**config.mk**
```make
export PLATFORM = sky130hd
export DESIGN_NAME = fp_logadd_mul
export DESIGN_NICKNAME = d
export VERILOG_FILES = /design/src/rtl/fplog_pkg.sv /design/src/rtl/fplog_ctrl.sv /design/src/rtl/fplog_dp.sv /design/src/rtl/fp_logadd_mul.sv
export SDC_FILE = /design/constraint.sdc
export NUM_CORES = 1
export LEC_CHECK = 0
export BUFFER_PORTS_ARGS = -buffer_cell sky130_fd_sc_hd__buf_2
export CORE_ASPECT_RATIO = 0.6
export CORE_MARGIN = 8
export CORE_UTILIZATION = 41
export CTS_CLUSTER_DIAMETER = 80
export DETAILED_ROUTE_END_ITERATION = 8
export PLACE_DENSITY = 0.66
export SLEW_MARGIN = 20
export SYNTH_ARGS = -nofsm -noshare
export SYNTH_HDL_FRONTEND = slang
export SYNTH_SLANG_ARGS = --single-unit
```
**constraint.sdc**
```tcl
create_clock -name clk -period 0.8 [get_ports clk]
set_input_delay 0 -clock clk [delete_from_list [all_inputs] [get_ports clk]]
set_output_delay 0 -clock clk [all_outputs]
set_load 0.02 [all_outputs]
```
**src/rtl/fplog_pkg.sv**
```systemverilog
package fplog_pkg;

  typedef enum logic [1:0] {
    CLS_ZERO = 2'd0,
    CLS_NORM = 2'd1,
    CLS_INF  = 2'd2,
    CLS_NAN  = 2'd3
  } opClass_t;

  // strobes handed from control to datapath
  typedef struct packed {
    logic load;
    logic selNan;
    logic selInf;
    logic selZero;
    logic signOut;
  } ctrlStrobes_t;

endpackage

```
**src/rtl/fplog_ctrl.sv**
```systemverilog
module fplog_ctrl
  import fplog_pkg::*;
#(
  parameter int EXP_W  = 8,
  parameter int FRAC_W = 23
) (
  input  logic                        inValid,
  input  logic [EXP_W+FRAC_W:0]       opA,
  input  logic [EXP_W+FRAC_W:0]       opB,
  output ctrlStrobes_t                strb
);
  localparam int WORD_W = 1 + EXP_W + FRAC_W;
  localparam int N_OPS  = 2;

  logic [N_OPS-1:0][WORD_W-1:0] ops;
  logic [EXP_W-1:0]             expField [N_OPS];
  logic                         fracZero [N_OPS];
  opClass_t                     opClass  [N_OPS];

  assign ops[0] = opA;
  assign ops[1] = opB;

  // per-operand classifier, subnormals fold into zero
  for (genvar g = 0; g < N_OPS; g++) begin : gClass
    assign expField[g] = ops[g][WORD_W-2 -: EXP_W];
    assign fracZero[g] = (ops[g][FRAC_W-1:0] == '0);
    assign opClass[g]  = (expField[g] == '1) ? (fracZero[g] ? CLS_INF : CLS_NAN)
                       : (expField[g] == '0) ? CLS_ZERO : CLS_NORM;
  end

  logic anyNan, anyInf, anyZero;

  always_comb begin
    anyNan  = (opClass[0] == CLS_NAN)  || (opClass[1] == CLS_NAN);
    anyInf  = (opClass[0] == CLS_INF)  || (opClass[1] == CLS_INF);
    anyZero = (opClass[0] == CLS_ZERO) || (opClass[1] == CLS_ZERO);
    strb.load    = inValid;
    strb.selNan  = anyNan || (anyInf && anyZero);
    strb.selInf  = !strb.selNan && anyInf;
    strb.selZero = !strb.selNan && !anyInf && anyZero;
    strb.signOut = opA[WORD_W-1] ^ opB[WORD_W-1];
  end

endmodule

```
**src/rtl/fplog_dp.sv**
```systemverilog
module fplog_dp
  import fplog_pkg::*;
#(
  parameter int EXP_W  = 8,
  parameter int FRAC_W = 23
) (
  input  logic                   clk,
  input  logic                   rstN,
  input  logic [EXP_W+FRAC_W:0]  opA,
  input  logic [EXP_W+FRAC_W:0]  opB,
  input  ctrlStrobes_t           strb,
  output logic                   outValid,
  output logic [EXP_W+FRAC_W:0]  outData
);
  localparam int WORD_W = 1 + EXP_W + FRAC_W;
  localparam int MAG_W  = EXP_W + FRAC_W;
  localparam int SUM_W  = MAG_W + 2;
  localparam int TOP_W  = SUM_W - FRAC_W;
  localparam logic [EXP_W-1:0] BIAS_V  = {1'b0, {(EXP_W-1){1'b1}}};
  localparam logic [SUM_W-1:0] ONE_PAT = {2'b00, BIAS_V, {FRAC_W{1'b0}}};
  localparam logic [TOP_W-1:0] EXP_MAX = {2'b00, {EXP_W{1'b1}}};
  localparam logic [WORD_W-1:0] QNAN   = {1'b0, {EXP_W{1'b1}}, 1'b1, {(FRAC_W-1){1'b0}}};

  logic [SUM_W-1:0] corrSum;
  logic [TOP_W-1:0] topExp;
  logic             underRange, overRange;
  logic [WORD_W-1:0] resWord;

  // integer add of the magnitude fields, then remove one bias
  assign corrSum    = {2'b00, opA[MAG_W-1:0]} + {2'b00, opB[MAG_W-1:0]} - ONE_PAT;
  assign topExp     = corrSum[SUM_W-1:FRAC_W];
  assign underRange = topExp[TOP_W-1] || (topExp == '0);
  assign overRange  = !underRange && (topExp >= EXP_MAX);

  always_comb begin
    if (strb.selNan)
      resWord = QNAN;
    else if (strb.selInf || (!strb.selZero && overRange))
      resWord = {strb.signOut, {EXP_W{1'b1}}, {FRAC_W{1'b0}}};
    else if (strb.selZero || underRange)
      resWord = {strb.signOut, {MAG_W{1'b0}}};
    else
      resWord = {strb.signOut, corrSum[MAG_W-1:0]};
  end

  always_ff @(posedge clk or negedge rstN) begin
    if (!rstN) begin
      outValid <= 1'b0;
      outData  <= '0;
    end else begin
      outValid <= strb.load;
      if (strb.load) outData <= resWord;
    end
  end


  valid_follow_chk: assert property (@(posedge clk) disable iff (!rstN)
    strb.load |=> outValid);

  valid_quiet_chk: assert property (@(posedge clk) disable iff (!rstN)
    !strb.load |=> !outValid);

  data_hold_chk: assert property (@(posedge clk) disable iff (!rstN)
    !strb.load |=> $stable(outData));

  nan_out_chk: assert property (@(posedge clk) disable iff (!rstN)
    (strb.load && strb.selNan) |=> (outData == QNAN));

  overflow_sat_chk: assert property (@(posedge clk) disable iff (!rstN)
    (strb.load && !strb.selNan && !strb.selZero && overRange)
      |=> (outData[MAG_W-1:0] == {{EXP_W{1'b1}}, {FRAC_W{1'b0}}}));

  underflow_flush_chk: assert property (@(posedge clk) disable iff (!rstN)
    (strb.load && !strb.selNan && !strb.selInf && underRange)
      |=> (outData[MAG_W-1:0] == '0));

  strobe_excl_chk: assert property (@(posedge clk) disable iff (!rstN)
    strb.load |-> $onehot0({strb.selNan, strb.selInf, strb.selZero}));

endmodule

```
**src/rtl/fp_logadd_mul.sv**
```systemverilog
module fp_logadd_mul
  import fplog_pkg::*;
#(
  parameter int EXP_W  = 8,
  parameter int FRAC_W = 23
) (
  input  logic                  clk,
  input  logic                  rstN,
  input  logic                  inValid,
  input  logic [EXP_W+FRAC_W:0] opA,
  input  logic [EXP_W+FRAC_W:0] opB,
  output logic                  outValid,
  output logic [EXP_W+FRAC_W:0] outData
);
  ctrlStrobes_t strb;

  fplog_ctrl #(.EXP_W(EXP_W), .FRAC_W(FRAC_W)) uCtrl (
    .inValid (inValid),
    .opA     (opA),
    .opB     (opB),
    .strb    (strb)
  );

  fplog_dp #(.EXP_W(EXP_W), .FRAC_W(FRAC_W)) uDp (
    .clk      (clk),
    .rstN     (rstN),
    .opA      (opA),
    .opB      (opB),
    .strb     (strb),
    .outValid (outValid),
    .outData  (outData)
  );

endmodule

```
Word-level counts from Yosys, hierarchy flattened
Cells that the tools add are included.
{"block": "totals", "reg_bits": 33, "output_inout_bits": 33, "wordCells": 45}
{"block": "classes", "addsub": 2, "n_lt_le_gt_ge": 1, "n_eq_ne": 6, "muxes": 9, "bitwise_logic": 1, "n_reduce_logical": 24}
{"operator": "31-bit 2-to-1 mux", "n": 2}
{"operator": "23-bit logical NOT", "n": 2}
{"operator": "33-bit by 30-bit subtractor with 33-bit output (second input constant)", "n": 1}
{"operator": "31-bit by 31-bit adder with 32-bit output", "n": 1}
{"operator": "32-bit 2-to-1 mux", "n": 1}
{"operator": "8-bit == test (second input constant)", "n": 2}
{"operator": "8-bit logical NOT", "n": 2}
{"operator": "10-bit by 8-bit >= comparator with 1-bit output (second input constant)", "n": 1}
{"operator": "10-bit logical NOT", "n": 1}
{"operator": "2-bit == test (second input constant)", "n": 4}
{"operator": "1-bit logical OR", "n": 7}
{"operator": "1-bit logical AND", "n": 6}
{"operator": "1-bit logical NOT", "n": 4}
{"operator": "2-bit logical NOT", "n": 2}
{"operator": "1-bit 2-to-1 mux", "n": 4}
{"operator": "2-bit 2-to-1 mux", "n": 2}
{"operator": "1-bit XOR", "n": 1}

Longest topological paths before layout
{"block": "depth", "word_depth": 15, "mapped_depth": 17, "depth_no_buf": 15}

By module
A second synthesis with hierarchy kept.
{"block": "hier_totals", "cells_unflattened": 489, "hier_area_um2": 4194.0}
{"module": "fplog_dp", "instances": 1, "cells_per_inst": 451, "area_per_inst_um2": 3926.3, "seq_area_each_um2": 825.8}
{"module": "fplog_ctrl", "instances": 1, "cells_per_inst": 38, "area_per_inst_um2": 267.8, "seq_area_each_um2": 0.0}

Least setup slack after synthesis
Ideal clock, no wire load.
{"block": "synth_timing", "kind": "input port to flip-flop", "from": "in opA[0]", "to": "reg uDp.outData[22]", "setup_time_ps": 135, "t_arrival_ps": 3713, "path_slack_ps": -3048, "stages": 17, "path_cell_list": "ha_1 -> inv_1 -> fa_1 -> nor2b_1 -> o2111ai_1 -> a311oi_1 -> nor3_1 -> mux2_2 -> nor3b_1 -> ha_1 -> and4_1 -> clkbuf_1 -> nand3_1 -> or3_1 -> a311oi_2 -> buf_6 -> o41ai_2"}
{"block": "synth_via", "elab_chain_cells": 15}
{"item": "start: declaration", "line": "fp_logadd_mul.sv:10", "rtl": "input logic [EXP_W+FRAC_W:0] opA,"}
{"item": "branches (longest 14 deep; another with 33-bit by 30-bit subtractor with 33-bit output)"}
{"item": "32-bit 2-to-1 mux (*)", "line": "fplog_dp.sv:36", "rtl": "if (strb.selNan)"}
{"item": "end signal: assignment", "line": "fplog_dp.sv:52", "rtl": "if (strb.load) outData <= resWord;"}
{"item": "end: declaration", "line": "fplog_dp.sv:13", "rtl": "output logic [EXP_W+FRAC_W:0] outData"}
Mark *: on every way between the ends.
A chain may end at the register's enable or synchronous reset.

Worst setup path in the final report
{"block": "layout_timing", "from": "in opA[0]", "to": "reg uDp.outData[7]"}
The elaborated chain is that of the path after synthesis.

==> results_dict.tcl <==
set metrics [dict create \
    required_ns 0.94 \
    antenna_found_initial 0 \
    synth_area_leaders "dfrtp_1 20%, ha_1 10%, o41ai_2 8.0%, a21oi_1 4.4%, nand2_1 3.6%" \
    period_share_pct 429 \
    drt_iter0_drc 467 \
    syn_nets 589 \
    yosys_warnings 0 \
    synth_top_area_cell "dfrtp_1" \
    rows 28 \
    peakVddDrop_mv 1.49 \
    dr_wl_met3_um 2020 \
    cpMaxStageDelayCell "o41ai_2" \
    most-common-layout-cells "219 x buf_4, 66 x buf_6, 44 x buf_2" \
    dpl_cell_area_um2 6320 \
    drt_wl_total_um 21200 \
    dp_hpwl_um 13700 \
    dr.pass1.iters 5 \
    arrival_ns 3.57 \
    top_layer "met4" \
    crit_start "opA[0]" \
    clk_pin_slew_ns 0.05 \
    core_um2 9740 \
    setup_violations 62 \
    die_area_um2 13500 \
    skew_ns 0 \
    r2r-end "uDp.outData[22]" \
    drv_cap 0 \
    endpoint "uDp.outData[7]" \
    grt_pass1_wl_um 28100 \
    path_cells "buf_6 > ha_4 > inv_2 > fa_2 > nor2b_4 > o2111ai_4 > a311oi_2 > nor3_2 > mux2_4 > nor3b_4 > ha_4 > buf_4 > buf_6 > nand3_1 > o31a_1 > a311oi_4 > buf_6 > buf_12 > o41ai_2" \
    fin_area_um2 7860 \
    cts_root_buf "clkbuf_16" \
    r2r_slack_ns -0.42 \
    cts_sinks 33 \
    syn_to_final_growth_pct 93.1 \
    critPathLaunchType "primary input" \
    port-buffer-count 99 \
    reg2regPathDepth 3 \
    drt-wirelength-per-cell_um 22.4 \
    yosys.area.top_type_share_pct 20.3 \
    post-place-ws_ns -2.72 \
    worstReg2RegStart "uDp.outData[22]" \
    cts_buffers 5 \
    p_leak_nw 3.64 \
    diodes 0 \
    via_per_inst 6.03 \
    num_vias 5704 \
    p_per_area_nw_per_um2 1670 \
    hp-class "primary input to flip-flop" \
    clock_tree.buffer_depth 2 \
    pin_count 100 \
    crit_path_max_incr_delay_ns 0.45 \
    cts_tree "built" \
    min_path_cells 3 \
    start_util_pct 41.8 \
    syn_inst 488 \
    cp_max_fo 6 \
    grt_use_total_pct 26.2 \
    final_nets 911 \
    seq_area_frac_synth_pct 20.3 \
    setup_ws_ns -2.63 \
    grt_pass1_vias 5323 \
    slew_violations 0 \
    worst_pin_slew_ns 0.502 \
    synth_ff_type "dfrtp_1" \
    period_needed_ns 3.43 \
    cts_htree_levels 2 \
    violations "negative setup slack" \
    grt-ovfl-total 0 \
    antenna_left 0 \
    worst-setup-path-type "primary input to flip-flop" \
    utilization_pct 80.7 \
    status "finished, violations left" \
    route.met2.wl_um 9770 \
    fill_cells 595 \
    grt_max_degree 36 \
    yosysUniqueCellTypes 70 \
    syn_area_um2 4070 \
    synth_edf_count 0 \
    end_kind "flip-flop" \
    fmax_mhz 292 \
    rsz0062_at_grt "yes" \
    path_common_cell "buf_6" \
    final-hold-violation-count 0 \
    gp_congestion 0.994 \
    syn_area_per_cell_um2 8.34 \
    drt-met1-wl_um 8200 \
    final_common_cell "buf_4" \
    die_width_um 145 \
    slew_headroom_pct 66.3 \
    drive_gt1_share_pct 57.7 \
    worst_skew_pair.late_latency_ns 0.28 \
    die-height_um 93.2 \
    synth-seq-cells 33 \
    async_reset_ff_share_pct 100 \
    drc 0 \
]
==> stage by stage <==
| step | total power, mW | std cells | TNS (ns) | hold WS [ns] |
|---|---|---|---|---|
| 2_1_floorplan | 5.64 | 488 | -75.23 | -0.296 |
| 3_3_place_gp | 8.32 | 898 | -80.91 | -0.0340 |
| 3_5_place_dp | 8.49 | 898 | -82.73 | -0.0296 |
| 4_1_cts | 11.6 | 927 | -73.42 | 0.0359 |
| 5_1_grt | 13.5 | 946 | -81.13 | 0.110 |
| 6_report | 13.1 | 946 | -78.31 | 0.0850 |
==> power by group <==
group | internal (mW) | switching [mW] | total [mW]
combinational | 4.24 | 4.40 | 8.64
clock | 1.32 | 0.713 | 2.03
sequential | 2.06 | 0.381 | 2.44
==> cell type report <==
type	instances	area (um2)	share of cell area [%]
clock inverter	1	5.00	0.0637
multi-input combinational	416	3820	48.6
clock buffer	7	153	1.94
sequential	33	826	10.5
tap	135	169	2.15
inverter	13	48.8	0.621
timing repair buffer	341	2840	36.1
==> per-layer routing <==
| metal | track usage [%] | up-vias |
|---|---|---|
| li1 | - | 2520 |
| met5 | 0 | - |
| met3 | 3.36 | 109 |
| met1 | 35.3 | 2701 |
| met2 | 43.4 | 374 |
| met4 | 6.55 | 0 |
==> synthesized netlist by cell type, types with 4 or more instances <==
cell type and count:
buf_2 7, and2_1 6, and4_1 4, xnor2_1 15, a211oi_1 8, o211ai_1 8
buf_6 4, inv_1 13, o21a_1 4, and3_1 5, ha_1 33, nor2_1 34
nor2b_1 4, nand2b_1 23, a31oi_1 7, o21ai_0 26, clkbuf_1 14, o41ai_2 20
xor2_1 13, a21o_1 9, nor4_1 16, dfrtp_1 33, or3_1 5, nand3_1 13
nor3_1 13, a21oi_1 36, nand2_1 39, nand4_1 13
==> sequential cells by signal (all words and copies together), names as in the netlist <==
| signal | count |
|---|---|
| uDp.outValid | 1 |
| uDp.outData | 32 |
==> critical path, delay by kind of cell <==
| family | cells | cell delay, ns |
|---|---|---|
| AND/OR/NAND/NOR | 4 | 0.54 |
| multiplexers | 1 | 0.32 |
| buffers and inverters | 6 | 0.71 |
| adder cells (fa/ha/maj) | 3 | 0.66 |
| AO/OA/AOI/OAI | 5 | 1.32 |
==> worst min-delay path by stage <==
stage / slack (ns) / start / to
CTS: 0.04 / opB[31] / uDp.outData[31]
finish: 0.08 / opB[31] / uDp.outData[31]
floorplan: -0.30 / rstN / uDp.outData[0]
global placement: -0.03 / rstN / uDp.outData[26]
detailed placement: -0.03 / rstN / uDp.outData[28]
global route: 0.11 / opB[31] / uDp.outData[31]
==> timing repair <==
| item | 4_1_cts | 5_1_grt |
|---|---|---|
| hold endpoints to repair | 33 | 0 |
| pin swaps | 27 | 35 |
| gates cloned | 3 | 4 |
| setup buffers | 17 | 18 |
| hold buffers | 1 | 0 |
| resized for setup | 115 | 106 |
| setup endpoints to repair | 64 | 65 |
==> cells by family after synthesis <==
logic type	Yosys count	share of synthesized area (%)
AOI/OAI and AO/OA	155	30.4
xor gates and xnor gates	30	6.83
adders and majority gates	34	10.6
buffers and inverters	40	4.83
DFF	33	20.3
muxes	4	1.01
and+or+nand+nor	192	26.0
Power figures use the tool's default switching activity.
